--- config.mk ---
export PLATFORM = sky130hd
export DESIGN_NAME = cyc_term_ctrl
export DESIGN_NICKNAME = d
export VERILOG_FILES = /design/src/rtl/cbt_pkg.sv /design/src/rtl/cbt_sampler.sv /design/src/rtl/cbt_fsm.sv /design/src/rtl/cbt_report.sv /design/src/rtl/cyc_term_ctrl.sv
export SDC_FILE = /design/constraint.sdc
export NUM_CORES = 1
export LEC_CHECK = 0
export ABC_AREA = 1
export BUFFER_PORTS_ARGS = -buffer_cell sky130_fd_sc_hd__buf_2
export CAP_MARGIN = 20
export CELL_PAD_IN_SITES_DETAIL_PLACEMENT = 0
export CELL_PAD_IN_SITES_GLOBAL_PLACEMENT = 1
export CORE_ASPECT_RATIO = 1.4
export CORE_MARGIN = 10
export CORE_UTILIZATION = 30
export CTS_CLUSTER_DIAMETER = 50
export DETAILED_ROUTE_END_ITERATION = 6
export GPL_TIMING_DRIVEN = 0
export HOLD_SLACK_MARGIN = 0.12
export PLACE_DENSITY = 0.85
export SETUP_SLACK_MARGIN = 0.1
export SKIP_LAST_GASP = 1
export SLEW_MARGIN = 20
export SYNTH_ARGS = -nofsm -noshare
export SYNTH_HDL_FRONTEND = slang
export SYNTH_SLANG_ARGS = --single-unit
--- constraint.sdc ---
create_clock -name clk -period 1.7 [get_ports clk]
set_input_delay 0.34 -clock clk [delete_from_list [all_inputs] [get_ports clk]]
set_output_delay 0.34 -clock clk [all_outputs]
set_load 0.01 [all_outputs]
--- src/rtl/cbt_pkg.sv ---
package cbt_pkg;

  typedef enum logic [1:0] {
    OUT_NORMAL = 2'b00,
    OUT_BERR   = 2'b01,
    OUT_RETRY  = 2'b10
  } outcome_e;

  typedef enum logic [1:0] {
    EV_NONE,
    EV_ACK,
    EV_BERR,
    EV_RETRY
  } term_ev_e;

  typedef enum logic [2:0] {
    ST_IDLE,
    ST_ACTIVE,
    ST_LATE,
    ST_TERM,
    ST_REPORT,
    ST_RWAIT
  } bus_st_e;

  // Decision taken on the first sample of an open cycle.
  function automatic term_ev_e first_sample_ev(logic ack_seen, logic err, logic hlt);
    if (err && hlt) return EV_RETRY;
    if (err)        return EV_BERR;
    if (ack_seen)   return EV_ACK;
    return EV_NONE;
  endfunction

  // Decision taken in the clock after an accepted acknowledge.
  function automatic outcome_e window_outcome(logic err, logic hlt);
    if (err && hlt) return OUT_RETRY;
    if (err)        return OUT_BERR;
    return OUT_NORMAL;
  endfunction

endpackage

--- src/rtl/cbt_sampler.sv ---
module cbt_sampler #(
  parameter int ACK_W = 2
) (
  input  logic             clk,
  input  logic             rst_n,
  input  logic             launch_i,
  input  logic [ACK_W-1:0] ack_i,
  input  logic             berr_n_i,
  input  logic             halt_n_i,
  output logic             ack_seen_o,
  output logic             err_o,
  output logic             hlt_o
);

  // armed is cleared when the error line is low at a launch edge and set
  // again once it is seen high.
  logic armed;

  always_ff @(posedge clk) begin
    if (!rst_n)        armed <= 1'b1;
    else if (launch_i) armed <= berr_n_i;
    else if (berr_n_i) armed <= 1'b1;
  end

  assign ack_seen_o = |ack_i;
  assign err_o      = !berr_n_i && armed;
  assign hlt_o      = !halt_n_i;

  // an error level carried over a launch edge is not taken next clock
  assert_stale_masked_R9: assert property (@(posedge clk) disable iff (!rst_n)
    (launch_i && !berr_n_i) |=> (berr_n_i || !err_o));

endmodule

--- src/rtl/cbt_fsm.sv ---
module cbt_fsm
  import cbt_pkg::*;
#(
  parameter int AW   = 16,
  parameter int SZ_W = 2
) (
  input  logic            clk,
  input  logic            rst_n,
  input  logic            start_i,
  input  logic            fetch_i,
  input  logic [AW-1:0]   addr_i,
  input  logic [SZ_W-1:0] size_i,
  input  logic            ack_seen_i,
  input  logic            err_i,
  input  logic            hlt_i,
  input  outcome_e        outcome_q_i,
  output logic            ready_o,
  output logic            as_o,
  output logic            launch_o,
  output logic            dec_valid_o,
  output outcome_e        dec_outcome_o,
  output logic            capture_o,
  output logic            report_o,
  output logic            in_late_o,
  output logic [AW-1:0]   addr_o,
  output logic [SZ_W-1:0] size_o,
  output logic            fetch_o
);

  bus_st_e  st, st_nx;
  term_ev_e ev;
  logic     take_start, relaunch;

  assign ev         = first_sample_ev(ack_seen_i, err_i, hlt_i);
  assign take_start = (st == ST_IDLE) && start_i;
  assign relaunch   = (st == ST_RWAIT) && !hlt_i;
  assign launch_o   = take_start || relaunch;

  always_comb begin
    st_nx = st;
    unique case (st)
      ST_IDLE:   if (start_i) st_nx = ST_ACTIVE;
      ST_ACTIVE: begin
        if (ev == EV_ACK)                         st_nx = ST_LATE;
        else if (ev == EV_BERR || ev == EV_RETRY) st_nx = ST_TERM;
      end
      ST_LATE:   st_nx = ST_TERM;
      ST_TERM:   st_nx = ST_REPORT;
      ST_REPORT: st_nx = (outcome_q_i == OUT_RETRY) ? ST_RWAIT : ST_IDLE;
      ST_RWAIT:  if (!hlt_i) st_nx = ST_ACTIVE;
      default:   st_nx = ST_IDLE;
    endcase
  end

  always_ff @(posedge clk) begin
    if (!rst_n) st <= ST_IDLE;
    else        st <= st_nx;
  end

  always_ff @(posedge clk) begin
    if (!rst_n) begin
      addr_o  <= '0;
      size_o  <= '0;
      fetch_o <= 1'b0;
    end else if (take_start) begin
      addr_o  <= addr_i;
      size_o  <= size_i;
      fetch_o <= fetch_i;
    end
  end

  assign dec_valid_o = ((st == ST_ACTIVE) && (ev == EV_BERR || ev == EV_RETRY))
                       || (st == ST_LATE);

  always_comb begin
    if (st == ST_LATE)       dec_outcome_o = window_outcome(err_i, hlt_i);
    else if (ev == EV_RETRY) dec_outcome_o = OUT_RETRY;
    else                     dec_outcome_o = OUT_BERR;
  end

  assign capture_o = (st == ST_ACTIVE) && (ev == EV_ACK);
  assign ready_o   = (st == ST_IDLE);
  assign as_o      = (st == ST_ACTIVE) || (st == ST_LATE);
  assign report_o  = (st == ST_REPORT);
  assign in_late_o = (st == ST_LATE);

  // strobe released and no report in the clock after a decision
  assert_release_R6: assert property (@(posedge clk) disable iff (!rst_n)
    dec_valid_o |=> (!as_o && !report_o));

  // the report follows the release clock
  assert_report_next_R6: assert property (@(posedge clk) disable iff (!rst_n)
    dec_valid_o |=> ##1 report_o);

  // the report lasts one clock
  assert_done_single_R6: assert property (@(posedge clk) disable iff (!rst_n)
    report_o |=> !report_o);

  // cycle address fixed for as long as the block is busy
  assert_addr_hold_R10: assert property (@(posedge clk) disable iff (!rst_n)
    (!ready_o && $past(!ready_o)) |-> $stable(addr_o));

endmodule

--- src/rtl/cbt_report.sv ---
module cbt_report
  import cbt_pkg::*;
#(
  parameter int DW    = 32,
  parameter int ACK_W = 2
) (
  input  logic             clk,
  input  logic             rst_n,
  input  logic             launch_i,
  input  logic             capture_i,
  input  logic [ACK_W-1:0] ack_i,
  input  logic [DW-1:0]    data_i,
  input  logic             dec_valid_i,
  input  outcome_e         dec_outcome_i,
  input  logic             report_i,
  input  logic             fetch_i,
  output outcome_e         outcome_q_o,
  output logic             done_o,
  output logic [ACK_W-1:0] ack_size_o,
  output logic [DW-1:0]    data_o,
  output logic             data_valid_o,
  output logic             exc_now_o,
  output logic             exc_defer_o
);

  logic is_berr;

  always_ff @(posedge clk) begin
    if (!rst_n)           outcome_q_o <= OUT_NORMAL;
    else if (dec_valid_i) outcome_q_o <= dec_outcome_i;
  end

  always_ff @(posedge clk) begin
    if (!rst_n) begin
      ack_size_o <= '0;
      data_o     <= '0;
    end else if (launch_i) begin
      ack_size_o <= '0;
    end else if (capture_i) begin
      ack_size_o <= ack_i;
      data_o     <= data_i;
    end
  end

  assign is_berr      = (outcome_q_o == OUT_BERR);
  assign done_o       = report_i;
  assign data_valid_o = report_i && (outcome_q_o == OUT_NORMAL);
  assign exc_now_o    = report_i && is_berr && !fetch_i;
  assign exc_defer_o  = report_i && is_berr && fetch_i;

endmodule

--- src/rtl/cyc_term_ctrl.sv ---
module cyc_term_ctrl
  import cbt_pkg::*;
#(
  parameter int AW    = 16,
  parameter int DW    = 32,
  parameter int SZ_W  = 2,
  parameter int ACK_W = 2
) (
  input  logic             clk,
  input  logic             rst_n,
  input  logic             start_i,
  input  logic             fetch_i,
  input  logic [AW-1:0]    addr_i,
  input  logic [SZ_W-1:0]  size_i,
  output logic             ready_o,
  output logic             as_o,
  output logic [AW-1:0]    cyc_addr_o,
  output logic [SZ_W-1:0]  cyc_size_o,
  input  logic [ACK_W-1:0] ack_i,
  input  logic             berr_n_i,
  input  logic             halt_n_i,
  input  logic [DW-1:0]    data_i,
  output logic             done_o,
  output logic [1:0]       outcome_o,
  output logic [ACK_W-1:0] ack_size_o,
  output logic [DW-1:0]    data_o,
  output logic             data_valid_o,
  output logic             exc_now_o,
  output logic             exc_defer_o
);

  logic     launch, ack_seen, err, hlt;
  logic     dec_valid, capture, report, in_late, fetch_q;
  outcome_e dec_outcome, outcome_q;

  cbt_sampler #(.ACK_W(ACK_W)) u_sampler (
    .clk        (clk),
    .rst_n      (rst_n),
    .launch_i   (launch),
    .ack_i      (ack_i),
    .berr_n_i   (berr_n_i),
    .halt_n_i   (halt_n_i),
    .ack_seen_o (ack_seen),
    .err_o      (err),
    .hlt_o      (hlt)
  );

  cbt_fsm #(.AW(AW), .SZ_W(SZ_W)) u_fsm (
    .clk           (clk),
    .rst_n         (rst_n),
    .start_i       (start_i),
    .fetch_i       (fetch_i),
    .addr_i        (addr_i),
    .size_i        (size_i),
    .ack_seen_i    (ack_seen),
    .err_i         (err),
    .hlt_i         (hlt),
    .outcome_q_i   (outcome_q),
    .ready_o       (ready_o),
    .as_o          (as_o),
    .launch_o      (launch),
    .dec_valid_o   (dec_valid),
    .dec_outcome_o (dec_outcome),
    .capture_o     (capture),
    .report_o      (report),
    .in_late_o     (in_late),
    .addr_o        (cyc_addr_o),
    .size_o        (cyc_size_o),
    .fetch_o       (fetch_q)
  );

  cbt_report #(.DW(DW), .ACK_W(ACK_W)) u_report (
    .clk           (clk),
    .rst_n         (rst_n),
    .launch_i      (launch),
    .capture_i     (capture),
    .ack_i         (ack_i),
    .data_i        (data_i),
    .dec_valid_i   (dec_valid),
    .dec_outcome_i (dec_outcome),
    .report_i      (report),
    .fetch_i       (fetch_q),
    .outcome_q_o   (outcome_q),
    .done_o        (done_o),
    .ack_size_o    (ack_size_o),
    .data_o        (data_o),
    .data_valid_o  (data_valid_o),
    .exc_now_o     (exc_now_o),
    .exc_defer_o   (exc_defer_o)
  );

  assign outcome_o = outcome_q;

  // a window error with halt negated is reported as a bus error
  assert_late_berr_R3: assert property (@(posedge clk) disable iff (!rst_n)
    (in_late && err && !hlt) |=> ##1 (done_o && outcome_o == 2'b01));

  // error with halt is reported as a retry
  assert_retry_code_R4: assert property (@(posedge clk) disable iff (!rst_n)
    (dec_valid && err && hlt) |=> ##1 (done_o && outcome_o == 2'b10));

  // a bus-error decision yields invalid data and one exception flag
  assert_berr_invalid_R5: assert property (@(posedge clk) disable iff (!rst_n)
    (dec_valid && dec_outcome == OUT_BERR) |=> ##1
      (done_o && !data_valid_o && (exc_now_o != exc_defer_o)));

  // the block stays busy after a retry report
  assert_retry_hold_R10: assert property (@(posedge clk) disable iff (!rst_n)
    (done_o && outcome_o == 2'b10) |=> (!ready_o && !done_o));

endmodule

# ---- Word level (Yosys, flattened, before mapping)
# Index checks and enable logic that the tools add are counted.
# W data, S select, Z words.
dict set report classes {
  eq_ne 13
  mux 29
  reduce_logical 24
  bitwise_logic 2
}
# operator n
set ops {}
lappend ops {{$mux W2} 12}
lappend ops {{$pmux W3 S6} 1}
lappend ops {{$mux W3} 5}
lappend ops {{$mux W1} 11}
lappend ops {{$logic_and A1 B1 Y1} 10}
lappend ops {{$eq A2 B2 Y1 const B} 3}
lappend ops {{$eq A3 B2 Y1 const B} 2}
lappend ops {{$eq A3 B3 Y1 const B} 2}
lappend ops {{$eq A2 B1 Y1 const B} 2}
lappend ops {{$logic_or A1 B1 Y1} 4}
lappend ops {{$ne A2 B2 Y1 const B} 2}
lappend ops {{$reduce_or A2 Y1} 2}
lappend ops {{$eq A3 B1 Y1 const B} 1}
lappend ops {{$logic_not A1 Y1} 3}
lappend ops {{$logic_not A3 Y1} 1}
lappend ops {{$ne A3 B1 Y1 const B} 1}
lappend ops {{$reduce_and A3 Y1} 1}
lappend ops {{$logic_not A2 Y1} 1}
lappend ops {{$not A1 Y1} 2}
lappend ops {{$reduce_and A2 Y1} 1}
lappend ops {{$reduce_bool A2 Y1} 1}
dict set report totals {
  reg_bits 59
  output_inout_bits 60
  in_bits 58
  word_cells 76
}

# ---- Depth between registers and ports, before layout
dict set report logic_depth {
  word_depth 15
  depth_mapped 9
}

# ---- By module
# Synthesis repeated with hierarchy kept, for this count alone.
dict set report unflattened {
  cells_unflattened 376
  area_unflattened_um2 2566.2
}
# module n_inst cells_per_inst area_each_um2
set by_module_without_submodules {}
lappend by_module_without_submodules {cbt_report 1 235 1560.2}
lappend by_module_without_submodules {cbt_fsm 1 131 949.7}
lappend by_module_without_submodules {cbt_sampler 1 10 56.3}

# ---- Worst setup path before layout
# OpenSTA, ideal clock, no wires.
dict set report synth_path {
  path_kind {reg-to-output}
  start {register u_fsm.st[0]}
  end {output port exc_defer_o}
  stages_incl_launch_ff 6
  setup_slack_ns 0.438
  n_path_buf 0
  arrival_time_ns 0.922
  cell_sequence {dfxtp_1 > nor2_1 > nand2_1 > inv_1 > nand3_1 > nor2_1}
}
dict set report synth_between {
  elab_chain_len 3
}
# element line_no
set synth_lines {}
lappend synth_lines {{from (decl)} cbt_fsm.sv:30} ;# bus_st_e st, st_nx;
lappend synth_lines {{from (signal assigned)} cbt_fsm.sv:57} ;# else st <= st_nx;
lappend synth_lines {{$eq A3 B3 Y1} cbt_fsm.sv:84} ;# assign report_o = (st == ST_REPORT);
lappend synth_lines {{named net done_o} cyc_term_ctrl.sv:23} ;# output logic done_o,
lappend synth_lines {{$logic_and A1 B1 Y1 (2 in a row)} cbt_report.sv:49} ;# assign exc_defer_o = report_i && is_berr && fetch_i;
lappend synth_lines {{to (decl)} cyc_term_ctrl.sv:29} ;# output logic exc_defer_o
# The timed path passes the listed nets, and every way through them passes these cells.

# ---- Worst setup path in the final report
dict set report layout_path {
  start {register u_fsm.st[1]}
  end {output port as_o}
}
dict set report layout_between {
  elab_chain_len 2
}
# element line_no
set layout_lines {}
lappend layout_lines {{$eq A3 B1 Y1 / $eq A3 B2 Y1 (equally long branches)} cbt_fsm.sv:83} ;# assign as_o = (st == ST_ACTIVE) || (st == ST_LATE);
lappend layout_lines {{$logic_or A1 B1 Y1 (*)} cbt_fsm.sv:83}
lappend layout_lines {{to (decl)} cyc_term_ctrl.sv:16} ;# output logic as_o,
# Mark *: on every way between the ends. The rest lies on a longest branch, timed or not.

==> impl_summary.txt <==
----------------------------------------------------
[Clocking]
  Clock tree from TritonCTS ... built
  CTS HTree Levels ... 3
  Total clock buffers created by CTS ... 9
  Maximum root-to-sink buffer count ... 2
  Library cell used as clock root buffer ... sky130_fd_sc_hd__clkbuf_8
  Clock-pin slew reported for the worst setup and hold paths after clock tree synthesis ... 0.06 ns
  Clock latency reported for the late side of the worst-skew pair ... 0.33 ns
  CTS sink cnt ... 59

[Logic synthesis]
  Cells taking the most area after synthesis ... sky130_fd_sc_hd__dfxtp_1, sky130_fd_sc_hd__nor2_1, sky130_fd_sc_hd__nand2_1
  YS warnings ... 0
  Post-synth EDFFs ... 0
  Share of flip-flops with an asynchronous set or reset ... 0
  Leading cell type by number of instances after synthesis ... sky130_fd_sc_hd__nor2_1
  Number of nets produced by synthesis ... 357
  Area fraction of the dominant cell type after synthesis ... 0.518
  Number of storage elements in the synthesis netlist ... 59
  Post-synth cell types ... 18
  Cell area after technology mapping ... 2280 µm²
  Sequential share of the synthesized area ... 0.518
  Mean instance size in the synthesized netlist ... 7.62 µm²
  Dominant register cell in the synthesized netlist ... sky130_fd_sc_hd__dfxtp_1
  Leading area contributor after synthesis ... sky130_fd_sc_hd__dfxtp_1
  Ranking of synthesized cells by instance count ... sky130_fd_sc_hd__nor2_1, sky130_fd_sc_hd__dfxtp_1, sky130_fd_sc_hd__nand2_1, sky130_fd_sc_hd__nand3_1
  Gate Count Post-Synth ... 299

[Detailed routing]
  DRC violation count after routing ... 0
  Top metal layer carrying routed signals ... met4
  Detailed-route via count ... 2347
  Detailed Route Iter0 Violations ... 70
  Length of the first detailed-routing pass in iterations ... 4
  Routed Antenna Nets ... 0
  Met3 wire length ... 787 µm
  Wire per inst ... 13.4 µm
  Metal1 wirelength ... 2.94 mm
  Routed met2 length ... 3.28 mm
  Ratio of routed vias to standard cells ... 4.43
  Wire length reported by the detailed router ... 7.10 mm

[Setup path]
  Cell mode on critical path ... sky130_fd_sc_hd__inv_4
  Kind of critical path ... flop to output pin
  Top fanout value on the critical path ... 4
  WP data arrival ... 1.25 ns
  Kind of end point of the critical path ... output pin
  Crit path required time ... 1.36 ns
  Critical path cell sequence ... inv_4 > nand2_2 > nor2_4 > inv_4 > o21ai_4 > buf_6
  Slowest-stage cell, CP ... sky130_fd_sc_hd__dfxtp_4
  Family of cells with the greatest summed delay on the critical path ... flip-flops
  CP bufs+invs ... 3
  Crit path launch type ... flop
  Worst path max stage delay ... 0.38 ns

[Run]
  Max Cap Viol ... 0

[Global routing]
  First-pass GRT wire length ... 11.4 mm
  Residual overflow from global routing ... 0
  Antenna violations before repair ... 0
  Global router's overall resource usage ... 0.124
  Number of global-route vias before repair ... 2399
  Maximum number of pins on one net before global-route repair ... 11

[Floorplan]
  I/O Pins ... 118
  Row cnt ... 37
  Horizontal die dimension ... 93.7 µm
  Area of the core ... 7360 µm²
  Starting density of the core ... 0.310
  Die Span Y ... 123 µm
  Die Outline Area ... 11500 µm²

[STA]
  Period minus WS final ... 1.59 ns
  Final hold violation count ... 0
  Total count of max-transition violations in the final report ... 0
  Setup repair after global routing missed its margin ... yes
  Final setup violation count ... 0
  Slew at the pin closest to its max-slew limit ... 0.554 ns
  Fin Setup TNS ... 0 ns
  Final worst path period share ... 0.933
  Relative max-transition margin ... 0.631
  Worst Slack Setup Final ... 0.114 ns
  Max Fclk ... 631 MHz
  Worst clock skew ... 0.00692 ns

[Layout]
  Diodes inserted ... 0
  Area overhead of the layout relative to synthesis ... 43.2%
  Final layout net count ... 490
  Share of layout cells above drive strength 1 ... 0.379

[Placement]
  Count of buffers inserted at the top-level ports ... 116
  Worst-case setup slack after placement ... 0.168 ns
  Final weighted congestion in routability-driven placement ... 0.832
  Post-DP HPWL ... 5.44 mm

[Min path]
  Hold Path Class ... primary input to flop

[Pwr]
  Total power density per cell area ... 1060 nW/µm²
  Pleak ... 1.68 nW
  Maximum ir drop on the vdd rail ... 630 µV

[Run status]
  Status ... finished, final reports clean

----------------------------------------------------
## state kept, by name, indices dropped and copies added, names as in the netlist
name and count:
u_report.outcome_q_o 2, u_report.ack_size_o 2, u_fsm.st 3, u_fsm.addr_o 16, u_sampler.armed 1, u_fsm.fetch_o 1
u_report.data_o 32, u_fsm.size_o 2
## cell type report
cell class,instances,area (µm²)
inverters,19,78.8
well taps,97,121
fillers,748,4100
clock buffers,12,155
plain buffers,18,125
repair buffers,122,638
multi-input cells,203,951
flip-flops and latches,59,1190
## report_power, final
group	total, W	leakage [nW]	internal, W	switching (W)
Clock	0.00107	0.0803	0.000576	0.000490
Combinational	0.000796	1.12	0.000350	0.000447
Sequential	0.00159	0.485	0.00152	0.0000748
## timing repair
item,CTS,global route
resized for setup,21,7
pin swaps,3,4
endpoints found under the setup margin,4,5
hold buffers,0,0
buffers inserted,3,3
## tightest hold or removal path: stages
cell	delay, ns
sky130_fd_sc_hd__buf_2	0.07
sky130_fd_sc_hd__inv_1	0.04
sky130_fd_sc_hd__nand3_1	0.06
## per-stage QoR
| stage | utilization | cells | instance area [µm²] | hold slack (ns) | power, W |
|---|---|---|---|---|---|
| global route | 0.443 | 530 | 3260 | 0.201 | 0.00368 |
| detailed placement | 0.405 | 512 | 2980 | 0.448 | 0.00233 |
| finish | 0.443 | 530 | 3260 | 0.216 | 0.00346 |
| global placement | 0.405 | 512 | 2980 | 0.441 | 0.00232 |
| floorplan | - | 299 | 2280 | 0.429 | 0.00203 |
| CTS | 0.437 | 527 | 3220 | 0.198 | 0.00348 |
## cells in the final DEF (no fill, tap or decap)
| cell | netlist | layout |
|---|---|---|
| sky130_fd_sc_hd__nor2_2 | 0 | 1 |
| sky130_fd_sc_hd__o21ai_0 | 25 | 24 |
| sky130_fd_sc_hd__buf_2 | 5 | 118 |
| sky130_fd_sc_hd__a21oi_1 | 25 | 25 |
| sky130_fd_sc_hd__clkbuf_1 | 7 | 8 |
| sky130_fd_sc_hd__nand3_2 | 0 | 1 |
| sky130_fd_sc_hd__nor2_4 | 1 | 3 |
| sky130_fd_sc_hd__dfxtp_1 | 59 | 56 |
| sky130_fd_sc_hd__nand2_2 | 1 | 4 |
| sky130_fd_sc_hd__nor2_1 | 72 | 69 |
| sky130_fd_sc_hd__inv_2 | 1 | 2 |
| sky130_fd_sc_hd__inv_4 | 1 | 3 |
| sky130_fd_sc_hd__nand3_1 | 26 | 25 |
| sky130_fd_sc_hd__o21ai_1 | 12 | 12 |
| sky130_fd_sc_hd__clkbuf_8 | 0 | 11 |
| sky130_fd_sc_hd__dfxtp_4 | 0 | 3 |
| sky130_fd_sc_hd__nand4_1 | 2 | 2 |
| sky130_fd_sc_hd__buf_4 | 0 | 6 |
| sky130_fd_sc_hd__o21ai_4 | 0 | 1 |
| sky130_fd_sc_hd__nor2_8 | 1 | 1 |
| sky130_fd_sc_hd__inv_1 | 17 | 14 |
| sky130_fd_sc_hd__nor3_2 | 0 | 1 |
| sky130_fd_sc_hd__nand2_1 | 37 | 34 |
| sky130_fd_sc_hd__buf_6 | 6 | 9 |
## cell families after synthesis
| logic type | synth area share |
|---|---|
| flops | 0.518 |
| simple gates | 0.261 |
| compound gates | 0.136 |
| buf+inv | 0.0846 |
## routing by layer
metal  track usage  vias to the layer above
met2         0.198                       88
met1         0.130                     1031
met3        0.0703                        8
li1              -                     1220
met5             0                        -
met4        0.0552                        0
## final timing paths
path	from	end	slack (ns)	depth (start not counted)
setup reg to reg	u_fsm.st[1]	u_report.data_o[15]	0.19	10
hold reg to reg	u_fsm.addr_o[8]	u_fsm.addr_o[8]	0.46	2
setup / recovery	u_fsm.st[1]	as_o	0.11	6
hold / removal	berr_n_i	u_sampler.armed	0.22	3
(Power assumes the default switching activity.)
